**src/rtl/llsc_monitor.sv**
```systemverilog
module llsc_monitor #(
  parameter int NREQ  = 4,
  parameter int DEPTH = 16,
  parameter int DW    = 32
) (
  input  logic                          clk,
  input  logic                          rst_n,
  input  logic [NREQ-1:0]               req_valid,
  input  logic [2*NREQ-1:0]             req_op,
  input  logic [NREQ*$clog2(DEPTH)-1:0] req_addr,
  input  logic [NREQ*DW-1:0]            req_wdata,
  output logic [NREQ-1:0]               req_ready,
  output logic [NREQ-1:0]               rsp_valid,
  output logic [DW-1:0]                 rsp_data
);
  localparam int AW = $clog2(DEPTH);
  localparam int IW = (NREQ > 1) ? $clog2(NREQ) : 1;
  localparam logic [1:0] OP_RD = 2'b00;
  localparam logic [1:0] OP_WR = 2'b01;
  localparam logic [1:0] OP_LL = 2'b10;
  localparam logic [1:0] OP_SC = 2'b11;

  logic [DW-1:0] mem [DEPTH];
  logic [NREQ-1:0] resv_vld;
  logic [AW-1:0]   resv_addr [NREQ];

  logic [IW-1:0] gidx;
  logic          any_req;
  logic [1:0]    g_op;
  logic [AW-1:0] g_addr;
  logic [DW-1:0] g_wdata;
  logic          sc_hit, do_write;

  always_comb begin
    gidx = '0;
    for (int i = NREQ - 1; i >= 0; i--)
      if (req_valid[i]) gidx = IW'(i);
  end

  assign any_req   = |req_valid;
  assign req_ready = any_req ? (NREQ'(1) << gidx) : '0;
  assign g_op      = req_op[int'(gidx)*2 +: 2];
  assign g_addr    = req_addr[int'(gidx)*AW +: AW];
  assign g_wdata   = req_wdata[int'(gidx)*DW +: DW];
  assign sc_hit    = resv_vld[gidx] && (resv_addr[gidx] == g_addr);
  assign do_write  = any_req && (g_op == OP_WR || (g_op == OP_SC && sc_hit));

  always_ff @(posedge clk or negedge rst_n) begin
    if (!rst_n) begin
      for (int d = 0; d < DEPTH; d++) mem[d] <= '0;
    end else if (do_write) begin
      mem[g_addr] <= g_wdata;
    end
  end

  always_ff @(posedge clk or negedge rst_n) begin
    if (!rst_n) begin
      resv_vld <= '0;
      for (int i = 0; i < NREQ; i++) resv_addr[i] <= '0;
    end else begin
      for (int i = 0; i < NREQ; i++) begin
        if (req_ready[i] && g_op == OP_LL) begin
          resv_vld[i]  <= 1'b1;
          resv_addr[i] <= g_addr;
        end else if (req_ready[i] && g_op == OP_SC) begin
          resv_vld[i] <= 1'b0;
        end else if (do_write && !req_ready[i] && resv_addr[i] == g_addr) begin
          resv_vld[i] <= 1'b0;
        end
      end
    end
  end

  always_ff @(posedge clk or negedge rst_n) begin
    if (!rst_n) begin
      rsp_valid <= '0;
      rsp_data  <= '0;
    end else begin
      rsp_valid <= req_ready;
      if (any_req) begin
        unique case (g_op)
          OP_RD, OP_LL: rsp_data <= mem[g_addr];
          OP_WR:        rsp_data <= '0;
          OP_SC:        rsp_data <= DW'(sc_hit);
        endcase
      end
    end
  end

  AST_ONE_GRANT: assert property (@(posedge clk) disable iff (!rst_n)
    $onehot0(req_ready));
  AST_LOW_WINS: assert property (@(posedge clk) disable iff (!rst_n)
    req_valid[0] |-> req_ready[0]);
  AST_SC_NO_RESV_ZERO: assert property (@(posedge clk) disable iff (!rst_n)
    (any_req && g_op == OP_SC && !resv_vld[gidx]) |=> (rsp_data == '0));

  for (genvar i = 0; i < NREQ; i++) begin : g_chk
    AST_RSP_NEXT: assert property (@(posedge clk) disable iff (!rst_n)
      req_ready[i] |=> rsp_valid[i]);
    AST_LL_RESERVES: assert property (@(posedge clk) disable iff (!rst_n)
      (req_ready[i] && req_op[2*i +: 2] == OP_LL) |=>
        (resv_vld[i] && resv_addr[i] == $past(req_addr[i*AW +: AW])));
    AST_SC_RELEASES: assert property (@(posedge clk) disable iff (!rst_n)
      (req_ready[i] && req_op[2*i +: 2] == OP_SC) |=> !resv_vld[i]);
  end
endmodule

```
**config.mk**
```make
export PLATFORM = sky130hd
export DESIGN_NAME = llsc_monitor
export DESIGN_NICKNAME = d
export VERILOG_FILES = /design/src/rtl/llsc_monitor.sv
export SDC_FILE = /design/constraint.sdc
export NUM_CORES = 1
export LEC_CHECK = 0
export BUFFER_PORTS_ARGS = -buffer_cell sky130_fd_sc_hd__buf_2
export CORE_MARGIN = 2
export CORE_UTILIZATION = 45
export DETAILED_ROUTE_END_ITERATION = 8
export SYNTH_ARGS = -nofsm -noshare
export SYNTH_HDL_FRONTEND = slang
export SYNTH_SLANG_ARGS = --single-unit
```
**constraint.sdc**
```tcl
create_clock -name clk -period 7 [get_ports clk]
set_clock_uncertainty 0.2 [all_clocks]
set_input_delay 0.7 -clock clk [delete_from_list [all_inputs] [get_ports clk]]
set_output_delay 0.7 -clock clk [all_outputs]
set_load 0.01 [all_outputs]
```
==> metrics.yaml, run 1 <==
outcome:
  status: "finished clean"
sta:
  worst_pin_slew_ps: 1230
  fmax_mhz: 208
  finalHoldViolCount: 0
  totalNegativeSetupSlack_ps: 0
  hold_ws_ps: 213
  slew_headroom_pct: 17.1
  min_period_over_period_pct: 68.6
  finalWorstSetupSlack_ps: 2200
  rsz0062_at_grt: "no"
  finalSetupViolCount: 0
  drv_slew: 0
  period_needed_ps: 4800
synth:
  synth_top_area_share_pct: 51.9
  synthTopCellsByArea: "dfrtp_1 52%, mux2_2 13%, mux2_1 8.7%"
  async_reset_ff_share_pct: 100
  synthCells: 2470
  syn_area_per_cell_um2: 11.1
  synth-seq-cells: 568
  ys.flop_type: "dfrtp_1"
  synthesis.nets: 2628
  ys_seq_area_share_pct: 51.9
  synth_cell_type_count: 54
  synth-edff-count: 0
  yosys.area.top_type: "dfrtp_1"
  synth_area_mm2: 0.0274
  yosys_warnings: 0
routing:
  drc: 0
  routed_wl_um: 77400
  via_per_inst: 5.86
  drtIter0Drc: 1606
  vias: 19900
  dr.pass1.iters: 5
  antenna_left: 0
  wl_per_cell_um: 22.8
cells_and_area:
  nFillCells: 5178
  final_common_cell: "nand2_1"
  final_cell_mix: "570 x nand2_1, 568 x dfrtp_1, 313 x mux2_2"
  num-nets-final: 2726
  regArea_mm2: 0.0142
  multiInputGateArea_mm2: 0.0125
  area_growth_pct: 14.1
  drive_gt1_share_pct: 27.7
  postLayoutCoreUtil_pct: 51.9
floorplanning:
  chipHeight_um: 251
  die_w_um: 251
  row_count: 90
  coreArea_mm2: 0.0602
  die_area_mm2: 0.0629
  initial_utilization_pct: 45.5
  io_pins: 198
setup_path:
  worstSetupStartpoint: "req_valid[2]"
  crit_path_start_kind: "primary input"
  crit_top_cell: "nand2_1"
  worstPathRequired_ps: 7300
  r2r_cells: 10
  rrSetupSlack_ps: 2830
  cp_max_fo: 70
  cp_data_arrival_time_ps: 5100
  endpoint: "mem[393]"
  crit_chain: "buf_2 -> nor3_1 -> or2_1 -> nand2_1 -> nand2_4 -> nand2_1 -> nor4_4 -> buf_12 -> mux2_2"
  cp_slowest_cell: "nor4_4"
  r2r_start: "resv_addr[3]"
  r2r_end: "mem[486]"
  path_class: "in -> reg"
  worstSetupEndpointType: "flop"
  slowest_delay_ps: 970
pwr:
  total_power_mw: 10.6
  pwr_density_cell_mw_per_mm2: 340
  power_frac_comb_pct: 21.2
  seq_power_share_pct: 46.7
  switchingPower_mw: 3.04
  swShare_pct: 28.6
  leakage_nw: 14.2
  pwr-share-clk_pct: 32.2
  intPower_mw: 7.58
  ir_worst_vdd_mv: 0.219
global_route:
  grt_pass1_vias: 20400
  grt_start_max_net_pins: 186
  track_usage_pct: 25.0
  grt_pass1_wl_um: 122000
  grt-ovfl-total: 0
  antenna_found_initial: 1
clocking:
  clock_sinks: 568
  cts_buffer_depth: 3
  cts.clk_slew.worst_paths_ps: 60
  clock-root-buffer: "clkbuf_16"
  cts_tree: "done"
  clkLatencyLatePin_ps: 620
  cts_buffers: 60
  htreeDepth: 2
  post-cts-setup-buffers: 0
  cts_resized: 0
placed_design:
  dp_slack_ps: 1540
  dp_hpwl_um: 44000
  port-buffer-count: 197
  gp_congestion: 0.829
run:
  max_cap_violations: 0
worst_hold_path:
  hp-class: "in -> reg"
  min_path_cells: 4
cell type report:
type	instances	area share, %
multi-input combinational	1688	39.9
sequential	568	45.5
timing repair buffer	243	4.62
antenna	1	0.00800
clock buffer	85	5.59
tap	782	3.13
clock inverter	27	1.21
inverter	7	0.0840
cell usage after synthesis, drive strengths merged, types with 2 or more instances:
library cell and number:
mux4 32, o21ai 50, and2 2, a2bb2oi 3, or3 31, nand2b 2
nor4 11, a311oi 68, and3 55, o221ai 2, buf 88, a22oi 5
nor2b 4, mux2 524, nor4b 2, o22ai 2, nor2 27, nand3 149
inv 6, a221oi 4, dfrtp 568, clkbuf 119, o21a 3, a21oi 71
nand2 572, a211oi 2, a32oi 4, nand3b 5, xnor2 16, nor3 29
a221o 2
state kept, by name, summed over array words and instances (netlist names):
signal     cells
mem          512
resv_vld       4
resv_addr     16
rsp_valid      4
rsp_data      32
layer usage:
layer	global-route usage, %	vias to the layer above	part of all wire [%]	wire (µm)
li1	-	8891	-	-
met1	35.5	10400	46	35500
met2	41.0	535	47	36500
met3	2.96	122	4.8	3720
met4	6.06	0	2.2	1670
met5	0	-	0	0
cell families after synthesis:
group	count (synthesis)	synth area share (%)
and+or+nand+nor	892	14.5
DFF	568	51.9
muxes	556	24.2
AOI/OAI and AO/OA	224	5.54
buffers and inverters	214	3.36
xor gates and xnor gates	16	0.512
worst max-delay path: cells and delay by family:
kind,cells,cell delay [ps]
simple gates,6,3420
buf+inv,2,530
mux,1,360
power groups by stage:
stage          logic, mW  registers (mW)  clock network [mW]
2_1_floorplan       1.69            4.84                   0
6_report            2.25            4.95                3.42
5_1_grt             2.51            5.10                3.61
4_1_cts             2.27            4.95                3.48
3_3_place_gp        2.18            4.95                   0
3_5_place_dp        2.26            5.00                   0
timing repair:
item / 4_1_cts / 5_1_grt
hold buffers: 1 / 0
setup endpoints to repair: 0 / 0
hold endpoints to repair: 90 / 0
stage by stage:
stage	std cells	instance area (µm²)
2_1_floorplan	2470	27400
4_1_cts	3400	31300
3_5_place_dp	3287	29100
3_3_place_gp	3287	29100
5_1_grt	3400	31300
6_report	3401	31300
how the worst min path moves through the flow:
stage | startpoint | to | slack (ps)
final | req_op[3] | resv_vld[1] | 210
after global routing | req_op[3] | resv_vld[1] | 220
after CTS | req_op[3] | resv_vld[1] | 180
after floorplan | rst_n | mem[0] | 200
after detailed placement | rsp_data[8] | rsp_data[8] | 270
after global placement | mem[201] | mem[201] | 270
(Power assumes the default switching activity.)
==> inputs of run 2 (changes only) <==
Clock period 7 ns to 4.34 ns, I/O delays scaled along.
==> metrics.yaml, run 2 (same netlist as run 1, synthesis figures left out) <==
setup_path:
  cp_max_fo: 20
  crit_path_start_kind: "primary input"
  worstSetupEndpointType: "flop"
  cp_slowest_cell: "dlygate4sd3_1"
  cp_top_family: "buffers and inverters"
  worstPathRequired_ps: 4650
  cp_data_arrival_time_ps: 4060
  crit_top_cell: "buf_4"
  crit_buf_inv: 5
  slowest_delay_ps: 530
  crit_chain: "dlygate4sd3_1 -> buf_2 -> or2_1 -> buf_4 -> nand2_1 -> o21ai_1 -> a21oi_1 -> a41oi_4 -> buf_4 -> nor4_4 -> buf_4 -> mux2_2"
  path_class: "in -> reg"
cells_and_area:
  area_growth_pct: 15.6
  top_register: "mem"
  drive_gt1_share_pct: 28.5
  final_common_cell: "nand2_1"
  regArea_mm2: 0.0142
  final_cell_mix: "570 x nand2_1, 568 x dfrtp_1, 313 x mux2_2"
  nFillCells: 5251
  multiInputGateArea_mm2: 0.0125
  postLayoutCoreUtil_pct: 52.6
  largest_reg_flops: 512
  num-nets-final: 2766
  reg.largest.list: "mem x512, rsp_data x32, resv_addr x16"
floorplanning:
  die_w_um: 251
  chipHeight_um: 251
  coreArea_mm2: 0.0602
  row_count: 90
  die_area_mm2: 0.0629
  initial_utilization_pct: 45.5
  io_pins: 198
sta:
  slew_headroom_pct: 7.68
  drv_slew: 0
  fmax_mhz: 267
  min_period_over_period_pct: 86.4
  worst_pin_slew_ps: 1380
  hold_ws_ps: 105
  totalNegativeSetupSlack_ps: 0
  finalSetupViolCount: 0
  period_needed_ps: 3750
  finalHoldViolCount: 0
  rsz0062_at_grt: "no"
clocking:
  cts.clk_slew.worst_paths_ps: 60
  cts_buffer_depth: 3
  clock-root-buffer: "clkbuf_16"
  htreeDepth: 2
  cts_buffers: 60
  cts_tree: "done"
  clock_sinks: 568
  clkLatencyLatePin_ps: 640
run:
  max_cap_violations: 0
routing:
  via_per_inst: 5.81
  vias: 20000
  drtIter0Drc: 1419
  routed_wl_um: 76800
  antenna_left: 0
  drc: 0
  dr.pass1.iters: 7
  wl_per_cell_um: 22.4
global_route:
  antenna_found_initial: 1
  grt_pass1_vias: 20700
  grt_start_max_net_pins: 152
  grt-ovfl-total: 0
  grt_pass1_wl_um: 121000
  track_usage_pct: 24.9
placed_design:
  port-buffer-count: 197
  dp_hpwl_um: 46200
  gp_congestion: 0.839
worst_hold_path:
  hp-class: "in -> reg"
pwr:
  total_power_mw: 17.1
  leakage_nw: 14.4
  pwr_density_cell_mw_per_mm2: 539
  ir_worst_vdd_mv: 0.324
outcome:
  status: "finished clean"
==> run 2: cell types whose count changed in the layout (fill, tap and decap cells not counted), moves of 2 or more <==
| cell | change |
|---|---|
| clkinv_2 | -6 |
| buf_4 | +25 |
| buf_12 | +13 |
| dlygate4sd3_1 | +2 |
==> run 2: worst paths after layout <==
| kind | from | to | slack (ps) | cells past startpoint |
|---|---|---|---|---|
| worst min-delay path | req_op[1] | resv_vld[0] | 110 | 4 |
| max in group asynchronous | rst_n | mem[243] | 2510 | 3 |
| worst min register to register | rsp_data[1] | rsp_data[1] | 280 | 2 |
| worst max-delay path | req_valid[0] | mem[414] | 590 | 12 |
| min in group asynchronous | rst_n | resv_addr[1] | 300 | 2 |
| worst max register to register | resv_addr[3] | mem[414] | 1020 | 10 |
==> run 2: layer usage <==
metal	GRT usage [%]	vias to the layer above	wire length [µm]
met5	0	-	0
met4	6.98	0	1890
met3	3.55	116	4040
met2	41.1	560	36500
met1	34.3	10300	34300
li1	-	8955	-
==> run 2: final cells by class <==
cell class / instances / area share (%)
clock buffers: 87 / 5.57
multi-input cells: 1688 / 39.4
inverters: 7 / 0.0829
well taps: 782 / 3.09
flip-flops and latches: 568 / 44.9
diodes: 1 / 0.00790
clock inverters: 19 / 0.979
repair buffers: 283 / 6.03
==> run 2: tightest hold or removal path: stages <==
cell	delay, ps
buf_2	120
inv_1	70
o21ai_0	200
a32oi_1	60
==> run 2: timing repair <==
action	CTS	global route
hold buffers	3	0
buffers inserted	0	0
endpoints found under the setup margin	0	0
hold endpoints to repair	101	0
gates resized for setup	0	0
==> run 2: power breakdown <==
part | switching, mW | internal (mW)
Clock | 2.13 | 3.27
Combinational | 1.82 | 1.87
Sequential | 0.911 | 7.08
Total | 4.86 | 12.2
==> run 2: through the flow <==
stage               setup WS (ps)  instance area (µm²)  instances
floorplan                    1040                27400       2470
global placement              463                29600       3325
detailed placement            427                29600       3325
CTS                           644                31700       3434
global route                  426                31700       3434
finish                        591                31700       3435
==> inputs of run 3 (changes only) <==
Settings changed: CORE_MARGIN 2 to not set, REMOVE_ABC_BUFFERS set to 1.
Clock period 4.34 ns to 3.4 ns, I/O delays scaled along.
==> metrics.yaml, run 3 (same netlist as run 1, synthesis figures left out) <==
floorplanning:
  coreArea_mm2: 0.0602
  chipHeight_um: 249
  row_count: 90
  die_area_mm2: 0.0619
  io_pins: 198
  initial_utilization_pct: 45.5
  die_w_um: 249
routing:
  dr.pass1.iters: 5
  drc: 0
  antenna_left: 0
  drtIter0Drc: 1725
  via_per_inst: 5.78
  routed_wl_um: 76600
  wl_per_cell_um: 22.0
  vias: 20100
cells_and_area:
  final_cell_mix: "570 x nand2_1, 568 x dfrtp_1, 313 x mux2_2"
  largest_reg_flops: 512
  num-nets-final: 2807
  top_register: "mem"
  drive_gt1_share_pct: 29.9
  nFillCells: 5171
  reg.largest.list: "mem x512, rsp_data x32, resv_addr x16"
  diodes: 0
  fin_area_mm2: 0.0322
  area_growth_pct: 17.6
  final_common_cell: "nand2_1"
sta:
  hold_ws_ps: 37.3
  finalHoldViolCount: 0
  period_needed_ps: 3300
  finalSetupViolCount: 0
  drv_slew: 0
  min_period_over_period_pct: 97.0
  slew_headroom_pct: 44.4
  fmax_mhz: 303
  worst_pin_slew_ps: 834
outcome:
  status: "finished clean"
setup_path:
  worstSetupEndpointType: "flop"
  cp_max_fo: 17
  crit_path_start_kind: "primary input"
  cp_data_arrival_time_ps: 3600
  worstPathRequired_ps: 3700
  path_class: "in -> reg"
clocking:
  clock-root-buffer: "clkbuf_16"
  clkLatencyLatePin_ps: 620
  post-cts-setup-buffers: 0
  htreeDepth: 2
  cts.clk_slew.worst_paths_ps: 60
  cts_tree: "done"
  clock_sinks: 568
  cts_buffer_depth: 3
  cts_buffers: 59
placed_design:
  dp_hpwl_um: 46700
  gp_congestion: 0.879
  port-buffer-count: 197
  postPlaceCellArea_mm2: 0.0302
pwr:
  leakage_nw: 14.6
  pwr_density_cell_mw_per_mm2: 670
  total_power_mw: 21.6
  ir_worst_vdd_mv: 0.404
run:
  max_cap_violations: 0
global_route:
  track_usage_pct: 25.0
  grt-ovfl-total: 0
  antenna_found_initial: 1
  grt_pass1_vias: 20400
  grt_start_max_net_pins: 93
  grt_pass1_wl_um: 121000
worst_hold_path:
  hp-class: "in -> reg"
[run 3: changes by cell type in the layout (fill, tap and decap cells not counted), moves of 3 or more]
cell / change
buf_12: +22
buf_4: +16
bufinv_16: -5
clkinv_2: +9
clkinvlp_4: +3
inv_6: -3
[run 3: what timing repair did]
action,CTS,global route
resized for setup,0,6
hold buffers,5,0
endpoints found under the setup margin,0,447
endpoints found under the hold margin,65,0
[run 3: cell type report]
cell class | instances | area (µm²) | area share, %
Clock buffer | 86 | 1770 | 5.50
Clock inverter | 25 | 219 | 0.680
Inverter | 7 | 26.3 | 0.0816
Multi-Input combinational cell | 1688 | 12500 | 38.8
Sequential cell | 568 | 14200 | 44.1
Tap cell | 782 | 978 | 3.04
Timing Repair Buffer | 325 | 2510 | 7.81
[run 3: routing by layer]
| metal | track usage, % | vias to the layer above | routed length [µm] |
|---|---|---|---|
| li1 | - | 9053 | - |
| met1 | 35.1 | 10400 | 34500 |
| met2 | 40.6 | 580 | 35900 |
| met3 | 3.61 | 120 | 4190 |
| met4 | 7.08 | 2 | 1950 |
| met5 | 0 | - | 13 |
[run 3: per-stage QoR]
| step | worst slack [ps] | TNS [ps] | utilization, % | instances |
|---|---|---|---|---|
| 2_1_floorplan | -11510 | -5680990 | - | 2263 |
| 3_3_place_gp | -65.7 | -3720 | 50.0 | 3365 |
| 3_5_place_dp | -116 | -16160 | 50.0 | 3365 |
| 4_1_cts | 11.6 | 0 | 53.4 | 3481 |
| 5_1_grt | -11.1 | -22.8 | 53.5 | 3481 |
| 6_report | 101 | 0 | 53.5 | 3481 |
[run 3: path summary, 6_finish.rpt]
kind	slack, ps	startpoint	cells after the start	end
max	100	req_valid[2]	13	mem[191]
min in group asynchronous	90	rst_n	2	rsp_data[2]
max reg2reg	310	resv_addr[6]	11	mem[191]
min	40	req_valid[2]	4	rsp_valid[2]
max in group asynchronous	1860	rst_n	3	mem[299]
min reg2reg	280	rsp_data[17]	2	rsp_data[17]
[run 3: report_power, final]
part | internal, mW | switching (mW)
Sequential | 9.03 | 1.16
Combinational | 2.47 | 2.36
Clock | 3.83 | 2.75
[run 3: worst max-delay path: stages]
cell	delay (ps)
buf_2	130
dlygate4sd3_1	580
nor2b_2	280
a221oi_2	140
nor3_1	300
a2111oi_1	100
nor2_1	230
a41oi_4	170
buf_12	220
nor4_4	360
buf_4	230
buf_12	160
mux2_2	350
